**config.mk**
```make
export PLATFORM = sky130hd
export DESIGN_NAME = split_bustime_regs
export DESIGN_NICKNAME = d
export VERILOG_FILES = /design/src/rtl/split_bustime_regs.sv
export SDC_FILE = /design/constraint.sdc
export NUM_CORES = 1
export LEC_CHECK = 0
export ABC_AREA = 1
export ABC_CLOCK_PERIOD_IN_PS = 5000
export BUFFER_PORTS_ARGS = -buffer_cell sky130_fd_sc_hd__buf_4
export CORE_ASPECT_RATIO = 0.7
export CORE_MARGIN = 8
export CORE_UTILIZATION = 53
export CTS_CLUSTER_DIAMETER = 80
export DETAILED_ROUTE_END_ITERATION = 6
export GPL_TIMING_DRIVEN = 0
export PLACE_DENSITY_LB_ADDON = 0.3
export SYNTH_ARGS = -nofsm -noshare
export SYNTH_HDL_FRONTEND = slang
export SYNTH_SLANG_ARGS = --single-unit
export TNS_END_PERCENT = 30
```
**constraint.sdc**
```tcl
create_clock -name clk -period 5 [get_ports clk]
set_input_delay 0.5 -clock clk [delete_from_list [all_inputs] [get_ports clk]]
set_output_delay 0.5 -clock clk [all_outputs]
set_load 0.05 [all_outputs]
```
**src/rtl/split_bustime_regs.sv**
```systemverilog
module split_bustime_regs #(
  parameter int ADDR_W         = 8,
  parameter int LEN_W          = 10,
  parameter int EXP_W          = 24,
  parameter int MIN_EXPIRE_US  = 100000,
  parameter int US_PER_SEC     = 1000000,
  parameter int US_PER_TICK    = 125,
  parameter int RESET_TICKS    = 800,
  parameter int WRAP_STEP      = 128
) (
  input  logic              clk,
  input  logic              rst_n,
  input  logic              req_valid,
  input  logic              req_write,
  input  logic [ADDR_W-1:0] req_addr,
  input  logic [LEN_W-1:0]  req_len,
  input  logic [31:0]       req_wdata,
  input  logic [31:0]       cycle_time_in,
  output logic              rsp_valid,
  output logic [1:0]        rsp_code,
  output logic [31:0]       rsp_rdata,
  output logic [EXP_W-1:0]  expire_us
);
  localparam int TICK_LSB = 19;
  localparam int TICK_W   = 32 - TICK_LSB;
  localparam int SPLICE   = 25;
  localparam logic [1:0] RC_OK = 2'd0, RC_TYPE = 2'd1, RC_ADDR = 2'd2;

  logic [2:0]        sec_q;
  logic [TICK_W-1:0] ticks_q;
  logic [31:0]       bus_q;
  logic [31:0]       last_cyc_q;

  logic aligned, mapped, sel_sec, sel_tick, sel_cyc, sel_bus, wrapped, sample;
  logic [31:0] bus_adv;
  logic [1:0]  code_d;
  logic [31:0] rdata_d;
  logic [EXP_W-1:0] raw_us;

  assign aligned  = (req_addr[1:0] == 2'b00) && (req_len[1:0] == 2'b00);
  assign mapped   = (req_addr[ADDR_W-1:4] == '0);
  assign sel_sec  = mapped && req_addr[3:2] == 2'd0;
  assign sel_tick = mapped && req_addr[3:2] == 2'd1;
  assign sel_cyc  = mapped && req_addr[3:2] == 2'd2;
  assign sel_bus  = mapped && req_addr[3:2] == 2'd3;
  assign wrapped  = cycle_time_in < last_cyc_q;
  assign bus_adv  = wrapped ? bus_q + 32'(WRAP_STEP) : bus_q;
  assign sample   = req_valid && !req_write && aligned && (sel_cyc || sel_bus);

  always_comb begin
    code_d  = RC_OK;
    rdata_d = '0;
    if (!aligned)                     code_d = RC_TYPE;
    else if (!mapped)                 code_d = RC_ADDR;
    else if (req_write && sel_cyc)    code_d = RC_TYPE;
    else if (!req_write) begin
      if (sel_sec)       rdata_d = {29'd0, sec_q};
      else if (sel_tick) rdata_d = {ticks_q, {TICK_LSB{1'b0}}};
      else if (sel_cyc)  rdata_d = cycle_time_in;
      else               rdata_d = bus_adv | (cycle_time_in >> SPLICE);
    end
  end

  always_ff @(posedge clk) begin
    if (!rst_n) begin
      sec_q      <= '0;
      ticks_q    <= TICK_W'(RESET_TICKS);
      bus_q      <= '0;
      last_cyc_q <= '0;
      rsp_valid  <= 1'b0;
      rsp_code   <= RC_OK;
      rsp_rdata  <= '0;
    end else begin
      rsp_valid <= req_valid;
      if (req_valid) begin
        rsp_code  <= code_d;
        rsp_rdata <= rdata_d;
      end
      if (sample) begin
        bus_q      <= bus_adv;
        last_cyc_q <= cycle_time_in;
      end
      if (req_valid && req_write && aligned) begin
        if (sel_sec)  sec_q   <= req_wdata[2:0];
        if (sel_tick) ticks_q <= req_wdata[31:TICK_LSB];
        if (sel_bus)  bus_q   <= {req_wdata[31:7], 7'd0};
      end
    end
  end

  assign raw_us    = EXP_W'(sec_q) * EXP_W'(US_PER_SEC) + EXP_W'(ticks_q) * EXP_W'(US_PER_TICK);
  assign expire_us = (raw_us < EXP_W'(MIN_EXPIRE_US)) ? EXP_W'(MIN_EXPIRE_US) : raw_us;

  p_expire_floor_r4: assert property (@(posedge clk) disable iff (!rst_n)
    expire_us >= EXP_W'(MIN_EXPIRE_US));
  p_rsp_next_r11: assert property (@(posedge clk) disable iff (!rst_n)
    req_valid |=> rsp_valid);
  p_err_zero_data_r11: assert property (@(posedge clk) disable iff (!rst_n)
    (rsp_valid && rsp_code != RC_OK) |-> rsp_rdata == 32'd0);
  p_misaligned_type_r8: assert property (@(posedge clk) disable iff (!rst_n)
    (req_valid && req_addr[1:0] != 2'b00) |=> (rsp_code == RC_TYPE));
  p_misaligned_quiet_r8: assert property (@(posedge clk) disable iff (!rst_n)
    (req_valid && !aligned) |=> ($stable(sec_q) && $stable(ticks_q) && $stable(bus_q)));
  p_idle_bus_r5: assert property (@(posedge clk) disable iff (!rst_n)
    !req_valid |=> $stable(bus_q));
  p_wrap_step_r6: assert property (@(posedge clk) disable iff (!rst_n)
    (sample && sel_bus && wrapped) |=> bus_q == $past(bus_q) + 32'(WRAP_STEP));
endmodule

```
==> impl_metrics.yaml, run 1 <==
finish:
  fin_util_pct: 68.3
  final_layout_size_suffix_gt1_share_pct: 21.4
  nets: 1805
  final_cells: 1813
  fill_cells: 1478
  final_area_um2: 12200
  syn_to_final_growth_pct: 27.7
timing:
  relSlewSlack_pct: 48.3
  final_hold_viol_count: 0
  rsz0062_at_grt: "true"
  finalSetupViolCount: 19
  fin_skew_ns: 0.0181
  tightestPinTransition_ns: 0.772
  drv_slew: 0
  fin_crit_ns: 5.66
  fmax_ghz: 0.177
  fin_crit_sh_pct: 113
  setup_slack_ns: -0.662
worst_setup_path:
  crit_fanout: 5
  rrSetupSlack_ns: 2.12
  r2r_cells: 15
  cp-end-kind: "output port"
  r2r-end: "rsp_rdata[30]"
  cp.required_ns: 4.50
  critPathKind: "register to output port"
  start_kind: "register"
  worstPathArrival_ns: 5.16
  r2r_start: "last_cyc_q[27]"
cts:
  cts_tree: "built"
  clk_path_buf_depth: 2
  path_clk_slew_ns: 0.09
  cts_hold_buf: 0
  cts-htree-levels: 3
  clkLatencyLatePin_ns: 0.37
  ctsRootBufferMaster: "clkbuf_16"
  numCtsBuffers: 9
  cts_sinks: 108
run:
  maxCapViolations: 0
grt:
  track_usage_pct: 26.5
  grt_pass1_vias: 9211
  grt_max_degree: 20
  antenna_found_initial: 1
  overflow: 0
  grt_pass1_wl_um: 47900
routing:
  drt_iter0_drc: 1163
  route.detailed.drc: 0
  wire_per_inst_um: 17.5
  vias_per_cell: 5.54
  postRouteWirelength_um: 31700
  drt_pre_antenna_iters: 6
  num_vias: 10000
  ant_nets: 0
floorplanning:
  die_x_um: 176
  ios: 145
  core-area_um2: 17900
  fp.dieH_um: 128
  die-area_um2: 22600
  start_util_pct: 53.5
  rows: 41
min_path:
  holdPathStages: 3
  min-delay-start: "req_wdata[2]"
  hp-class: "primary input to register"
  worstHoldEndpoint: "sec_q[2]"
power_and_ir_drop:
  vdd_drop_max_mv: 0.187
  p_leak_nw: 5.75
  powerDensity_nw_per_um2: 148
run_status:
  outcome: "complete, but fails checks"
  violations: "setup timing"
yosys:
  synth-edff-count: 0
  synth_area_um2: 9550
  async_flop_share_pct: 0
  synth_warnings: 0
  syn_avg_cell_area_um2: 6.87
  synth_ff_type: "dfxtp_1"
  ys_seq_area_share_pct: 22.6
  synth_fp_nets: 1624
  syn_inst: 1390
  post_synth_num_cell_types: 39
  ys_ff_latch: 108
placement:
  place_area_um2: 11000
  post-place-ws_ns: -0.448
  globalplace.congestion: 0.926
  post-dp-hpwl_um: 23200
  port-buffer-count: 131
  placed_cells: 1757
power by group:
| group | internal (mW) | leakage (nW) | switching (mW) |
|---|---|---|---|
| logic | 0.0956 | 4.73 | 0.154 |
| registers | 0.853 | 0.879 | 0.000863 |
| clock network | 0.348 | 0.138 | 0.359 |
| total | 1.30 | 5.75 | 0.513 |
what timing repair did:
item	CTS	global route
gates resized for setup	126	33
buffers inserted	35	3
pin swaps	61	11
endpoints found under the setup margin	23	20
cloned	1	0
through the flow:
step / power (mW) / TNS (ns) / hold WS, ns
after CTS: 1.80 / -5.34 / 0.354
after global placement: 1.10 / -5.14 / 0.453
after floorplan: 1.00 / 0 / 0.443
final: 1.81 / -10.54 / 0.350
after detailed placement: 1.10 / -5.43 / 0.459
after global routing: 1.87 / -13.24 / 0.349
registers in the layout, summed over array words and instances, names as in the netlist:
name	count
last_cyc_q	32
rsp_rdata	32
bus_q	25
ticks_q	13
sec_q	3
rsp_code	2
rsp_valid	1
cell usage in the layout, fill, tap and decap left out, types with 9 or more instances in the layout:
cell and count:
buf_6 16, buf_2 9, xor2_1 22, nand2_4 10
inv_2 23, ha_1 78, nand2_2 25, nor3_1 15
buf_4 144, nand4_1 9, dfxtp_4 14, a211oi_1 25
nand3_1 47, clkbuf_16 10, a21oi_1 139, clkbuf_1 38
nor2_1 115, buf_8 10, nand2_1 273, fa_1 57
o21ai_0 76, dfxtp_1 93, inv_1 224, ha_4 12
worst max path at each step:
stage | from | endpoint | slack [ns]
after floorplan | ticks_q[10] | expire_us[12] | 0.001
after detailed placement | ticks_q[6] | expire_us[12] | -0.45
final | ticks_q[4] | expire_us[12] | -0.66
after CTS | ticks_q[4] | expire_us[12] | -0.37
after global routing | ticks_q[4] | expire_us[12] | -0.79
after global placement | ticks_q[2] | expire_us[12] | -0.42
cell type report:
| type | count | area, um^2 | share of cell area (%) |
|---|---|---|---|
| Multi-Input combinational cell | 979 | 6800 | 55.7 |
| Sequential cell | 108 | 2220 | 18.2 |
| Timing Repair Buffer | 170 | 1420 | 11.7 |
| Inverter | 254 | 975 | 7.99 |
| Tap cell | 236 | 295 | 2.42 |
| Clock buffer | 10 | 229 | 1.88 |
| Buffer | 49 | 206 | 1.69 |
| Clock inverter | 6 | 52.6 | 0.431 |
| Antenna cell | 1 | 2.50 | 0.0205 |
worst max-delay path: stages, from the launching register on:
cell	delay, ns
dfxtp_4	0.39
inv_6	0.06
fa_1	0.49
fa_1	0.51
inv_2	0.04
fa_1	0.50
inv_1	0.06
fa_1	0.50
inv_2	0.05
ha_4	0.32
nand2_4	0.08
nor2_4	0.17
nand2_2	0.09
nand3_4	0.13
nand3_4	0.12
nand2_4	0.11
nand3_2	0.08
nand2_1	0.09
nand2_1	0.06
nand2_2	0.08
nand2_2	0.07
nor2_4	0.13
nand4_4	0.18
buf_8	0.20
nand2_4	0.06
clkinvlp_4	0.08
buf_8	0.15
cells in the mapped netlist, types with 2 or more instances:
| library cell | instances | area [um^2] |
|---|---|---|
| a211oi_1 | 25 | 188 |
| xnor2_1 | 5 | 43.8 |
| nand3_1 | 51 | 255 |
| o21a_1 | 2 | 15.0 |
| nand2_2 | 8 | 50.1 |
| buf_1 | 2 | 7.51 |
| xor2_1 | 26 | 228 |
| nor3_1 | 15 | 75.1 |
| nor2_1 | 123 | 462 |
| nand3_2 | 5 | 50.1 |
| inv_1 | 247 | 927 |
| clkbuf_1 | 37 | 139 |
| nor3_2 | 2 | 20.0 |
| buf_2 | 9 | 45.0 |
| or2_0 | 5 | 31.3 |
| inv_2 | 7 | 26.3 |
| a21oi_1 | 152 | 761 |
| nand4_1 | 9 | 56.3 |
| ha_1 | 91 | 1140 |
| o211ai_1 | 3 | 22.5 |
| nor2_2 | 4 | 25.0 |
| fa_1 | 57 | 1140 |
| nand2_1 | 300 | 1130 |
| dfxtp_1 | 108 | 2160 |
| o221ai_1 | 2 | 17.5 |
| o21ai_0 | 81 | 405 |
| o21ai_1 | 2 | 10.0 |
logic make-up (layout without fill, tap and decap cells):
family / Yosys count / after routing / share of synthesized area (%)
buffers and inverters: 303 / 489 / 12.1
XOR/XNOR: 32 / 32 / 3.01
flip-flops: 108 / 108 / 22.6
AND/OR/NAND/NOR: 526 / 526 / 23.0
adder cells (fa/ha/maj): 148 / 148 / 23.9
other: 0 / 1 / 0
AO/OA/AOI/OAI: 273 / 273 / 15.4
layer usage:
layer / GRT usage [%] / up-vias / wire (um)
met1: 38.5 / 4703 / 13600
li1: - / 4764 / -
met3: 7.83 / 59 / 3780
met2: 38.1 / 517 / 13500
met5: 0 / - / 0
met4: 4.98 / 0 / 864
No activity file was read; power rests on OpenSTA's default activity.
==> run 2: changes to the inputs <==
--- a/config.mk
+++ b/config.mk
@@ -8,9 +8,11 @@
 export ABC_AREA = 1
 export ABC_CLOCK_PERIOD_IN_PS = 5000
 export BUFFER_PORTS_ARGS = -buffer_cell sky130_fd_sc_hd__buf_4
+export CELL_PAD_IN_SITES_DETAIL_PLACEMENT = 0
+export CELL_PAD_IN_SITES_GLOBAL_PLACEMENT = 2
 export CORE_ASPECT_RATIO = 0.7
 export CORE_MARGIN = 8
-export CORE_UTILIZATION = 53
+export CORE_UTILIZATION = 29
 export CTS_CLUSTER_DIAMETER = 80
 export DETAILED_ROUTE_END_ITERATION = 6
 export GPL_TIMING_DRIVEN = 0
==> impl_metrics.yaml, run 2 (synthesis results as in run 1) <==
cts:
  clk_path_buf_depth: 2
  numCtsBuffers: 9
  cts_hold_buf: 0
  cts-htree-levels: 3
  ctsRootBufferMaster: "clkbuf_16"
  cts_tree: "built"
  path_clk_slew_ns: 0.07
  cts_sinks: 108
  clkLatencyLatePin_ns: 0.37
worst_setup_path:
  cp-end-kind: "output port"
  worst-path-stages: 21
  cpLargestDelayFamily: "adder cells"
  path_buf_inv: 8
  worstPathArrival_ns: 4.91
  critPathMaxStageDelay_ns: 0.52
  crit_fanout: 5
  slowest_stage: "fa_1"
  rrSetupSlack_ns: 2.09
  cp.required_ns: 4.50
  r2r_cells: 15
  start_kind: "register"
  timing.critical_path.cells: "clkinvlp_4 > buf_4 > fa_1 > inv_1 > fa_1 > inv_1 > fa_1 > inv_1 > ha_1 > ha_4 > a21oi_2 > o21ai_2 > a21oi_2 > nand2_4 > a21oi_4 > xor2_2 > nand4_4 > buf_8 > nand2_4 > clkinvlp_4 > buf_8"
  critPathKind: "register to output port"
grt:
  overflow: 0
  grt_pass1_vias: 9094
  track_usage_pct: 17.0
  grt_pass1_wl_um: 52000
  antenna_found_initial: 1
  grt_max_degree: 18
routing:
  vias_per_cell: 4.64
  postRouteWirelength_um: 33300
  drt_pre_antenna_iters: 5
  num_vias: 9307
  ant_nets: 0
  route.detailed.drc: 0
  wire_per_inst_um: 16.6
  drt_iter0_drc: 659
run_status:
  violations: "setup timing"
  outcome: "complete, but fails checks"
placement:
  post-dp-hpwl_um: 27300
  port-buffer-count: 131
  placed_cells: 1948
  globalplace.congestion: 0.853
finish:
  syn_to_final_growth_pct: 31.0
  nets: 1807
  multi_input_area_um2: 6820
  final_cells: 2005
  antenna_cells: 0
  fin_util_pct: 38.7
  final_common_cell: "nand2_1"
  seq_area_um2: 2210
  largestRegisters: "last_cyc_q: 32 flops, rsp_rdata: 32 flops, bus_q: 25 flops"
  final_layout_size_suffix_gt1_share_pct: 21.9
  fill_cells: 3504
  final_cell_mix: "nand2_1, inv_1, buf_4"
floorplanning:
  fp.dieH_um: 168
  start_util_pct: 29.5
  die_x_um: 233
  core-area_um2: 32300
  rows: 55
  die-area_um2: 39100
  ios: 145
power_and_ir_drop:
  p_leak_nw: 5.77
  vdd_drop_max_mv: 0.143
  switching_power_mw: 0.520
  pwr-share-comb_pct: 13.7
  powerDensity_nw_per_um2: 147
  internal_power_mw: 1.32
  p_sw_share_pct: 28.3
  clockPowerShare_pct: 39.8
  finalPower_mw: 1.84
  seq_power_share_pct: 46.5
min_path:
  hp-class: "primary input to register"
  holdPathStages: 3
timing:
  fmax_ghz: 0.185
  fin_crit_sh_pct: 108
  fin_crit_ns: 5.41
  tightestPinTransition_ns: 0.763
  rsz0062_at_grt: "true"
  drv_slew: 0
  setup_slack_ns: -0.407
  final_hold_viol_count: 0
  relSlewSlack_pct: 48.9
  fin_skew_ns: 0.0139
  finalSetupViolCount: 18
run:
  maxCapViolations: 0
-- run 2: cell types whose count changed in the layout (fill, tap and decap cells not counted), sizes merged --
cell and delta:
inv -3, buf +2, clkbuf +2, clkinvlp +1, diode -1
-- run 2: layout make-up --
type | count | area share, %
Multi-Input combinational cell | 979 | 54.5
Buffer | 49 | 1.65
Clock inverter | 4 | 0.250
Sequential cell | 108 | 17.7
Clock buffer | 12 | 2.05
Timing Repair Buffer | 172 | 11.7
Tap cell | 427 | 4.27
Inverter | 254 | 7.90
-- run 2: worst reg2reg max path, delay by kind of cell, from the launching register on --
family,cells,cell delay [ns]
adders and majority gates,1,0.28
DFF,1,0.32
AOI/OAI and AO/OA,4,0.41
and+or+nand+nor,8,1.23
buffers and inverters,2,0.53
-- run 2: metrics by stage --
stage          area, um^2  setup WS [ns]  hold WS [ns]  setup TNS, ns
6_report            12500         -0.407         0.344          -6.16
5_1_grt             12500         -0.623         0.346         -10.13
4_1_cts             12300         -0.445         0.327          -6.81
3_5_place_dp        11200         -0.633         0.457          -8.91
3_3_place_gp        11200         -0.631         0.453          -8.86
2_1_floorplan        9720        0.00141         0.443              0
-- run 2: what timing repair did --
item,in CTS,in global routing
pin swaps,74,20
endpoints found under the setup margin,24,22
gates cloned,1,0
buffers inserted,34,6
gates resized for setup,137,33
-- run 2: worst paths after layout --
| check | start | to |
|---|---|---|
| worst min-delay path | req_valid | rsp_valid |
| worst max register to register | last_cyc_q[27] | rsp_rdata[29] |
| worst min register to register | rsp_rdata[15] | rsp_rdata[15] |
| worst max-delay path | ticks_q[10] | expire_us[12] |
-- run 2: metal layers --
layer | wire (um) | global-route usage, % | part of all wire (%) | vias to the layer above
li1 | - | - | - | 4762
met1 | 18400 | 27.1 | 55 | 4369
met2 | 13000 | 23.2 | 39 | 167
met3 | 1700 | 3.83 | 5.1 | 9
met4 | 189 | 1.82 | 0.57 | 0
met5 | 0 | 0 | 0 | -
-- run 2: power by group through the flow --
stage	clock, mW	combinational [mW]	sequential (mW)
global placement	0	0.238	0.881
finish	0.732	0.252	0.855
floorplan	0	0.115	0.885
detailed placement	0	0.237	0.881
CTS	0.754	0.252	0.855
global route	0.791	0.280	0.855
==> run 3: changes to the inputs <==
--- a/config.mk
+++ b/config.mk
@@ -17,6 +17,7 @@
 export DETAILED_ROUTE_END_ITERATION = 6
 export GPL_TIMING_DRIVEN = 0
 export PLACE_DENSITY_LB_ADDON = 0.3
+export REMOVE_ABC_BUFFERS = 1
 export SYNTH_ARGS = -nofsm -noshare
 export SYNTH_HDL_FRONTEND = slang
 export SYNTH_SLANG_ARGS = --single-unit
==> impl_metrics.yaml, run 3 (synthesis results as in run 1) <==
floorplanning:
  start_util_pct: 29.5
  ios: 145
  die_x_um: 233
  fp.dieH_um: 168
  rows: 55
  core-area_um2: 32300
  die-area_um2: 39100
routing:
  vias_per_cell: 4.60
  drt_iter0_drc: 511
  ant_nets: 0
  wire_per_inst_um: 15.4
  num_vias: 8896
  postRouteWirelength_um: 29800
  route.detailed.drc: 0
  drt_pre_antenna_iters: 5
grt:
  grt_pass1_vias: 8715
  antenna_found_initial: 1
  grt_pass1_wl_um: 47700
  grt_max_degree: 83
  overflow: 0
  track_usage_pct: 15.3
cts:
  cts_tree: "built"
  clk_path_buf_depth: 2
  cts_sinks: 108
  path_clk_slew_ns: 0.08
  numCtsBuffers: 9
  cts-htree-levels: 3
  ctsRootBufferMaster: "clkbuf_16"
  clkLatencyLatePin_ns: 0.38
worst_setup_path:
  worst-path-stages: 26
  worstPathArrival_ns: 4.92
  r2r_start: "last_cyc_q[25]"
  r2r_cells: 12
  critPathMaxStageDelay_ns: 0.53
  cp_common_cell: "inv_1"
  cp.required_ns: 4.50
  crit_fanout: 17
  cpLargestDelayFamily: "adder cells"
  path_buf_inv: 8
  critPathKind: "register to output port"
  start_kind: "register"
  slowest_stage: "fa_1"
  cp-end-kind: "output port"
  rrSetupSlack_ns: 1.42
  r2r-end: "rsp_rdata[8]"
finish:
  final_cell_mix: "nand2_1, inv_1, a21oi_1"
  nets: 1737
  seq_area_um2: 2200
  final_common_cell: "nand2_1"
  fill_cells: 3556
  antenna_cells: 0
  multi_input_area_um2: 6570
  final_area_um2: 11800
  syn_to_final_growth_pct: 24.0
  final_layout_size_suffix_gt1_share_pct: 17.6
  largestRegisters: "last_cyc_q: 32 flops, rsp_rdata: 32 flops, bus_q: 25 flops"
placement:
  post-dp-hpwl_um: 23100
  globalplace.congestion: 0.866
  port-buffer-count: 132
  place_area_um2: 11000
timing:
  setup_slack_ns: -0.419
  fmax_ghz: 0.185
  finalSetupTns_ns: -6.85
  drv_slew: 0
  finalSetupViolCount: 18
  hold_ws_ns: 0.324
  tightestPinTransition_ns: 1.29
  relSlewSlack_pct: 13.6
  rsz0062_at_grt: "true"
  fin_crit_sh_pct: 108
  fin_crit_ns: 5.42
  final_hold_viol_count: 0
  fin_skew_ns: 0.0145
run:
  maxCapViolations: 0
min_path:
  worstHoldEndpoint: "rsp_valid"
  min-delay-start: "req_valid"
  holdPathStages: 3
  hp-class: "primary input to register"
power_and_ir_drop:
  switching_power_mw: 0.508
  vdd_drop_max_mv: 0.115
  powerDensity_nw_per_um2: 153
  seq_power_share_pct: 47.3
  finalPower_mw: 1.81
  p_leak_nw: 5.53
  p_sw_share_pct: 28.1
  pwr-share-comb_pct: 12.5
  clockPowerShare_pct: 40.2
  internal_power_mw: 1.30
run_status:
  outcome: "complete, but fails checks"
  violations: "setup timing"
run 3: cell count changes in the layout (fill, tap and decap cells not counted), sizes merged:
cell    change
clkbuf     -38
buf        -32
run 3: repair_timing:
action,4_1_cts,5_1_grt
hold buffers,0,0
hold endpoints to repair,0,0
resized for setup,109,8
endpoints found under the setup margin,24,24
buffers inserted,12,1
pin swaps,12,4
run 3: worst max path at each step:
stage | start | to | slack [ns]
final | ticks_q[4] | expire_us[0] | -0.42
after global placement | req_addr[1] | bus_q[14] | -2.22
after floorplan | ticks_q[6] | expire_us[0] | -0.70
after detailed placement | ticks_q[7] | expire_us[0] | -0.72
after global routing | ticks_q[8] | expire_us[0] | -0.71
after CTS | ticks_q[2] | expire_us[0] | -0.45
run 3: layer usage:
metal / GRT usage [%] / up-vias / part of all wire (%)
met2: 20.4 / 162 / 38
met4: 1.55 / 2 / 0.31
li1: - / 4621 / -
met1: 24.1 / 4101 / 56
met5: 0 / - / 0.044
met3: 4.35 / 10 / 5.7
run 3: layout make-up:
class	count	share of cell area [%]
multi-input combinational	979	55.5
sequential	108	18.6
timing repair buffer	151	10.8
inverter	254	8.22
tap	427	4.51
clock buffer	12	2.08
clock inverter	4	0.264
run 3: power groups by stage:
stage,sequential [mW],combinational [mW],clock [mW]
3_5_place_dp,0.882,0.219,0
5_1_grt,0.856,0.256,0.790
2_1_floorplan,0.886,0.104,0
3_3_place_gp,0.882,0.217,0
4_1_cts,0.855,0.227,0.755
6_report,0.855,0.227,0.726
run 3: worst reg2reg max path, cell delays in order (launching register included):
cell and delay (ns):
dfxtp_1 0.34, inv_1 0.05, ha_1 0.28, a21oi_1 0.14, o21ai_1 0.08, nand2_1 0.06, o211ai_1 0.10, nor2_1 0.91
nand2_2 0.51, inv_2 0.39, o21ai_0 0.25, o21ai_0 0.23, a21oi_1 0.09
run 3: per-stage QoR:
| step | std cells | utilization [%] | setup slack (ns) |
|---|---|---|---|
| after floorplan | 1341 | - | -0.701 |
| after detailed placement | 1905 | 33.9 | -0.716 |
| after global routing | 1935 | 36.6 | -0.711 |
| after global placement | 1900 | 33.6 | -2.22 |
| after CTS | 1933 | 36.4 | -0.454 |
| final | 1935 | 36.6 | -0.419 |
